**src/rtl/sort_pkg.sv**
```systemverilog
// Shared helpers for the sorting network.
// Assumes orders stay small enough that a lane count fits in 32 bits.
package sort_pkg;

    // Largest supported network order
    localparam int unsigned MAX_ORDER = 5;

    // Number of words on a bus of the given order
    function automatic int unsigned lane_count(input int unsigned order);
        return 32'd1 << order;
    endfunction

    // Width of a sum of 2^order words of w bits without overflow
    function automatic int unsigned sum_width(input int unsigned order, input int unsigned w);
        return w + order;
    endfunction

endpackage

```
**src/rtl/cmp_swap.sv**
```systemverilog
// Two-word compare-exchange cell.
// DESC=0 sends the smaller word to x_o and the larger to y_o; DESC=1 does the reverse.
// Equal words are never exchanged. Purely combinational.
module cmp_swap #(
    parameter int unsigned W    = 8,
    parameter bit          DESC = 1'b0
) (
    input  logic [W-1:0] a_i,
    input  logic [W-1:0] b_i,
    output logic [W-1:0] x_o,
    output logic [W-1:0] y_o
);

    logic swap;

    // Decide on an exchange; a strict compare keeps equal words in place
    always_comb begin
        swap = DESC ? (a_i < b_i) : (a_i > b_i);
        x_o  = swap ? b_i : a_i;
        y_o  = swap ? a_i : b_i;
    end

endmodule

```
**src/rtl/ilv_stage.sv**
```systemverilog
// Order-K interleave of the compare-exchange cell over 2^(K+1) words.
// Order 0 is one cell. Order K separates even and odd words, applies order K-1
// to each group, and puts the groups back into alternating positions. The net
// effect compares word i with word i+2^K. Assumes K is at most MAX_ORDER.
module ilv_stage #(
    parameter int unsigned K    = 1,
    parameter int unsigned W    = 8,
    parameter bit          DESC = 1'b0
) (
    input  logic [(2<<K)*W-1:0] d_i,
    output logic [(2<<K)*W-1:0] d_o
);

    localparam int unsigned LW = 2 << K;
    localparam int unsigned HW = LW / 2;

    if (K == 0) begin : g_cell
        cmp_swap #(.W(W), .DESC(DESC)) u_cell (
            .a_i(d_i[W-1:0]),
            .b_i(d_i[2*W-1:W]),
            .x_o(d_o[W-1:0]),
            .y_o(d_o[2*W-1:W])
        );
    end else begin : g_wrap
        logic [HW*W-1:0] ev_in, od_in, ev_out, od_out;

        // Separate the bus: even positions to one group, odd positions to the other
        always_comb begin
            for (int j = 0; j < HW; j++) begin
                ev_in[j*W +: W] = d_i[(2*j)*W +: W];
                od_in[j*W +: W] = d_i[(2*j+1)*W +: W];
            end
        end

        ilv_stage #(.K(K-1), .W(W), .DESC(DESC)) u_even (.d_i(ev_in), .d_o(ev_out));
        ilv_stage #(.K(K-1), .W(W), .DESC(DESC)) u_odd  (.d_i(od_in), .d_o(od_out));

        // Put the two groups back into alternating positions
        always_comb begin
            for (int j = 0; j < HW; j++) begin
                d_o[(2*j)*W +: W]   = ev_out[j*W +: W];
                d_o[(2*j+1)*W +: W] = od_out[j*W +: W];
            end
        end
    end

endmodule

```
**src/rtl/bfly_merge.sv**
```systemverilog
// Order-K butterfly merger over 2^K words.
// Order 0 passes its input through. Order K applies an order K-1 interleave and
// then two order K-1 butterflies, one on each half of the bus.
// Assumes a bitonic input; the output is then monotonic in the DESC direction.
module bfly_merge #(
    parameter int unsigned K    = 3,
    parameter int unsigned W    = 8,
    parameter bit          DESC = 1'b0
) (
    input  logic [(1<<K)*W-1:0] d_i,
    output logic [(1<<K)*W-1:0] d_o
);

    localparam int unsigned LW = 1 << K;
    localparam int unsigned HB = (LW / 2) * W;

    if (K == 0) begin : g_wire
        assign d_o = d_i;
    end else begin : g_rec
        logic [LW*W-1:0] mid;

        ilv_stage #(.K(K-1), .W(W), .DESC(DESC)) u_ilv (.d_i(d_i), .d_o(mid));

        bfly_merge #(.K(K-1), .W(W), .DESC(DESC)) u_lo (
            .d_i(mid[HB-1:0]),
            .d_o(d_o[HB-1:0])
        );
        bfly_merge #(.K(K-1), .W(W), .DESC(DESC)) u_hi (
            .d_i(mid[LW*W-1:HB]),
            .d_o(d_o[LW*W-1:HB])
        );
    end

endmodule

```
**src/rtl/sort_net.sv**
```systemverilog
// Order-K full bitonic sorter over 2^K words.
// It sorts the lower half ascending and the upper half descending, then merges the
// resulting bitonic sequence in the DESC direction. Purely combinational; any input is accepted.
module sort_net #(
    parameter int unsigned K    = 3,
    parameter int unsigned W    = 8,
    parameter bit          DESC = 1'b0
) (
    input  logic [(1<<K)*W-1:0] d_i,
    output logic [(1<<K)*W-1:0] d_o
);

    localparam int unsigned LW = 1 << K;
    localparam int unsigned HB = (LW / 2) * W;

    if (K == 0) begin : g_wire
        assign d_o = d_i;
    end else begin : g_rec
        logic [LW*W-1:0] halves;

        sort_net #(.K(K-1), .W(W), .DESC(1'b0)) u_up (
            .d_i(d_i[HB-1:0]),
            .d_o(halves[HB-1:0])
        );
        sort_net #(.K(K-1), .W(W), .DESC(1'b1)) u_down (
            .d_i(d_i[LW*W-1:HB]),
            .d_o(halves[LW*W-1:HB])
        );

        bfly_merge #(.K(K), .W(W), .DESC(DESC)) u_merge (.d_i(halves), .d_o(d_o));
    end

endmodule

```
**src/rtl/bitonic_sorter.sv**
```systemverilog
// Top level: sorts 2^N unsigned W-bit words, smallest in word 0.
// REG_OUT=1 adds one output register with synchronous active-low reset.
// REG_OUT=0 leaves the path combinational, and clk/rst_n are then unused.
// Assumes 1 <= N <= MAX_ORDER.
module bitonic_sorter #(
    parameter int unsigned N       = 3,
    parameter int unsigned W       = 8,
    parameter bit          REG_OUT = 1'b1
) (
    input  logic                                   clk,
    input  logic                                   rst_n,
    input  logic [sort_pkg::lane_count(N)*W-1:0]   in_data,
    output logic [sort_pkg::lane_count(N)*W-1:0]   out_data
);

    localparam int unsigned LANES = sort_pkg::lane_count(N);
    localparam int unsigned VW    = LANES * W;

    logic [VW-1:0] sorted;

    sort_net #(.K(N), .W(W), .DESC(1'b0)) u_net (.d_i(in_data), .d_o(sorted));

    if (REG_OUT) begin : g_reg
        // Capture the network result; reset clears it
        always_ff @(posedge clk) begin
            if (!rst_n) out_data <= '0;
            else        out_data <= sorted;
        end
    end else begin : g_comb
        assign out_data = sorted;
    end

endmodule

```
**config.mk**
```make
export PLATFORM = sky130hd
export DESIGN_NAME = bitonic_sorter
export DESIGN_NICKNAME = d
export VERILOG_FILES = /design/src/rtl/sort_pkg.sv /design/src/rtl/cmp_swap.sv /design/src/rtl/ilv_stage.sv /design/src/rtl/bfly_merge.sv /design/src/rtl/sort_net.sv /design/src/rtl/bitonic_sorter.sv
export SDC_FILE = /design/constraint.sdc
export NUM_CORES = 1
export LEC_CHECK = 0
export BUFFER_PORTS_ARGS = -buffer_cell sky130_fd_sc_hd__buf_2
export CAP_MARGIN = 20
export CORE_MARGIN = 2
export CORE_UTILIZATION = 41
export CTS_BUF_LIST = sky130_fd_sc_hd__clkbuf_8
export DETAILED_ROUTE_END_ITERATION = 6
export SLEW_MARGIN = 0
export SYNTH_ARGS = -nofsm -noshare
export SYNTH_HDL_FRONTEND = slang
export SYNTH_SLANG_ARGS = --single-unit
```
**constraint.sdc**
```tcl
create_clock -name clk -period 46.1 [get_ports clk]
set_clock_uncertainty 0.2 [all_clocks]
set_input_delay 9.22 -clock clk [delete_from_list [all_inputs] [get_ports clk]]
set_output_delay 9.22 -clock clk [all_outputs]
set_load 0.03 [all_outputs]
```
==> reports/results.txt <==
Final Max Tran Viols -> 0
initial drt markers -> 609
chip height -> 163 um
total CTS buffers -> 9
worst slew pin tran -> 1.04 ns
dpl hpwl -> 26,400 um
Synth Net Count -> 1,562
GRT Util Overall -> 0.228
Synth Register Bits -> 64
GP Congestion -> 0.951
die area -> 26,600 sq um
Sink Count -> 64
WS Path Type -> input port to flop
Die X -> 163 um
Synth top area share -> 0.217
hold depth -> 2
DR WL/cell -> 17.4 um
post-synthesis instance total -> 1,316
Yosys cell types -> 78
Root Driver -> clkbuf_8
pin count of the biggest net entering global routing -> 25
Yosys top cell by area -> ha_1
number of synthesized flops with an enable pin -> 0
vias per cell -> 5.58
Port Buffers -> 129
synth top area cells -> ha_1 22%, mux2i_1 21%, dfxtp_1 12%, inv_1 7.0%, a21oi_1 5.5%
number of global-route vias before repair -> 9,066
Fmax achieved -> 0.0454 GHz
Hold Path Class -> input port to flop
layout cell share with drive strength beyond 1 -> 0.126
Hold Vio Cnt, Final -> 0
setup tns final -> 0 ns
Max stage delay on crit path -> 0.82 ns
CTS tree -> yes
Worst Path Max Fanout -> 23
Vias -> 9,810
startpoint class of the critical path -> input port
final setup fails -> 0
Period minus WS final -> 22.01 ns
Worst Path Arrival -> 22.02 ns
initial antenna violation count -> 0
Worst Path Required -> 46.11 ns
Hold EP -> out_data[17]
fillers -> 2,565
post-CTS setup buffer count -> 0
drt total wl -> 30,600 um
sequential share of the synthesized area -> 0.123
Slew HR -> 0.309
max FFs per register -> 64
first-pass GRT wire length -> 47,800 um
Core Region -> 25,000 sq um
commonest cells in the netlist -> 222 x mux2i_1, 195 x inv_1, 180 x ha_1
Row Count -> 58
RSZ-0062 raised after global routing -> false
Multi-input gate area -> 8200 sq um
FF+latch area -> 1280 sq um
# diodes -> 0
Avg Cell Area, Syn -> 7.89 sq um
initial core utilization -> 0.415
max_cap viols -> 0
I/O pins -> 130
nature of the critical path endpoint -> flop
CTS H-Tree Depth -> 3
CTS Buffer Depth -> 2
Top reg by flops -> out_data
period utilization -> 0.477
antenna-violating nets left -> 0
Worst path slowest cell -> a2111oi_0
Hold Crit Start -> rst_n
# DRC -> 0
Mapped Area -> 10,400 sq um
Post-CTS Resized -> 0
status -> finished, final reports clean
Async SR Flop Fraction -> 0
Area Growth Syn to Fin -> 11.3%
Syn. warnings -> 0
fin nets -> 1,670
most frequent cell after synthesis -> mux2i_1
Remaining Overflow, GRT -> 0
Pre-antenna DRT Iters -> 5
clock slew at reported path FFs -> 0.07 ns
Top FF cell, synth -> dfxtp_1
Largest regs -> out_data: 64 flops
hold-fix buffer count after cts -> 0
==> kinds of logic (layout without fill, tap and decap cells) <==
logic type / count (synthesis) / after routing / share of synthesized area
AO/OA/AOI/OAI: 364 / 364 / 0.232
XOR/XNOR: 2 / 2 / 0.00169
adder cells (fa/ha/maj): 181 / 181 / 0.218
buffers and inverters: 237 / 349 / 0.0895
flip-flops: 64 / 64 / 0.123
multiplexers: 229 / 229 / 0.224
AND/OR/NAND/NOR: 239 / 239 / 0.111
==> worst max-delay path by stage <==
stage	end	depth (start not counted)	slack (ns)	start
2_1_floorplan	out_data[37]	56	24.86	in_data[11]
3_3_place_gp	out_data[40]	52	23.80	in_data[9]
3_5_place_dp	out_data[24]	52	23.78	in_data[9]
4_1_cts	out_data[24]	52	24.05	in_data[9]
5_1_grt	out_data[24]	51	23.04	in_data[26]
6_report	out_data[24]	47	24.09	in_data[26]
==> cell usage in the layout (no fill, tap or decap), types with 3 or more instances in the layout <==
cell type,instances
o21ai_1,6
and3_1,10
o211ai_1,8
nand2_1,34
a21oi_1,115
nor3_1,5
a211o_1,7
o21ai_0,42
buf_4,6
ha_1,180
mux2i_1,222
nand4_1,19
o211a_1,3
a32oi_1,3
a21o_1,32
nand2b_1,13
o21a_1,22
nor2b_1,15
clkbuf_8,11
o22ai_1,59
dfxtp_1,64
a31oi_1,7
nor2_1,87
inv_1,196
a211oi_1,9
o31ai_1,3
o2111ai_1,4
and2_1,7
nand3_1,35
buf_2,129
mux2_2,3
==> layer usage <==
layer	global-route usage	vias to the layer above	wire, um	share of wire
li1	-	5023	-	-
met1	0.303	4538	14400	0.47
met2	0.399	227	14500	0.47
met3	0.0234	22	1280	0.042
met4	0.0447	0	408	0.013
met5	0	-	0	0
==> stage by stage <==
stage,util,setup WS (ns),hold slack (ns),instances,area (sq um)
final,0.462,24.09,9.08,1758,11600
after global routing,0.462,23.04,9.08,1758,11600
after CTS,0.461,24.05,9.06,1757,11500
after detailed placement,0.452,23.78,9.43,1742,11300
after global placement,0.452,23.80,9.42,1741,11300
after floorplan,-,24.86,9.26,1316,10400
==> final cells by class <==
type	instances	share of cell area
clock buffer	11	0.0131
multi-input combinational	1015	0.709
tap	330	0.0357
sequential	64	0.111
inverter	197	0.0640
timing repair buffer	137	0.0614
clock inverter	4	0.00595
==> critical path, delay by kind of cell <==
family / cells / cell delay [ns]
adder cells (fa/ha/maj): 6 / 1.76
multiplexers: 5 / 2.35
buffers and inverters: 6 / 0.48
AND/OR/NAND/NOR: 7 / 2.29
AO/OA/AOI/OAI: 23 / 5.88
Power is left out: the tool's default activity adds up to more than one toggle a clock period on the data nets, which glitch-free logic cannot reach.
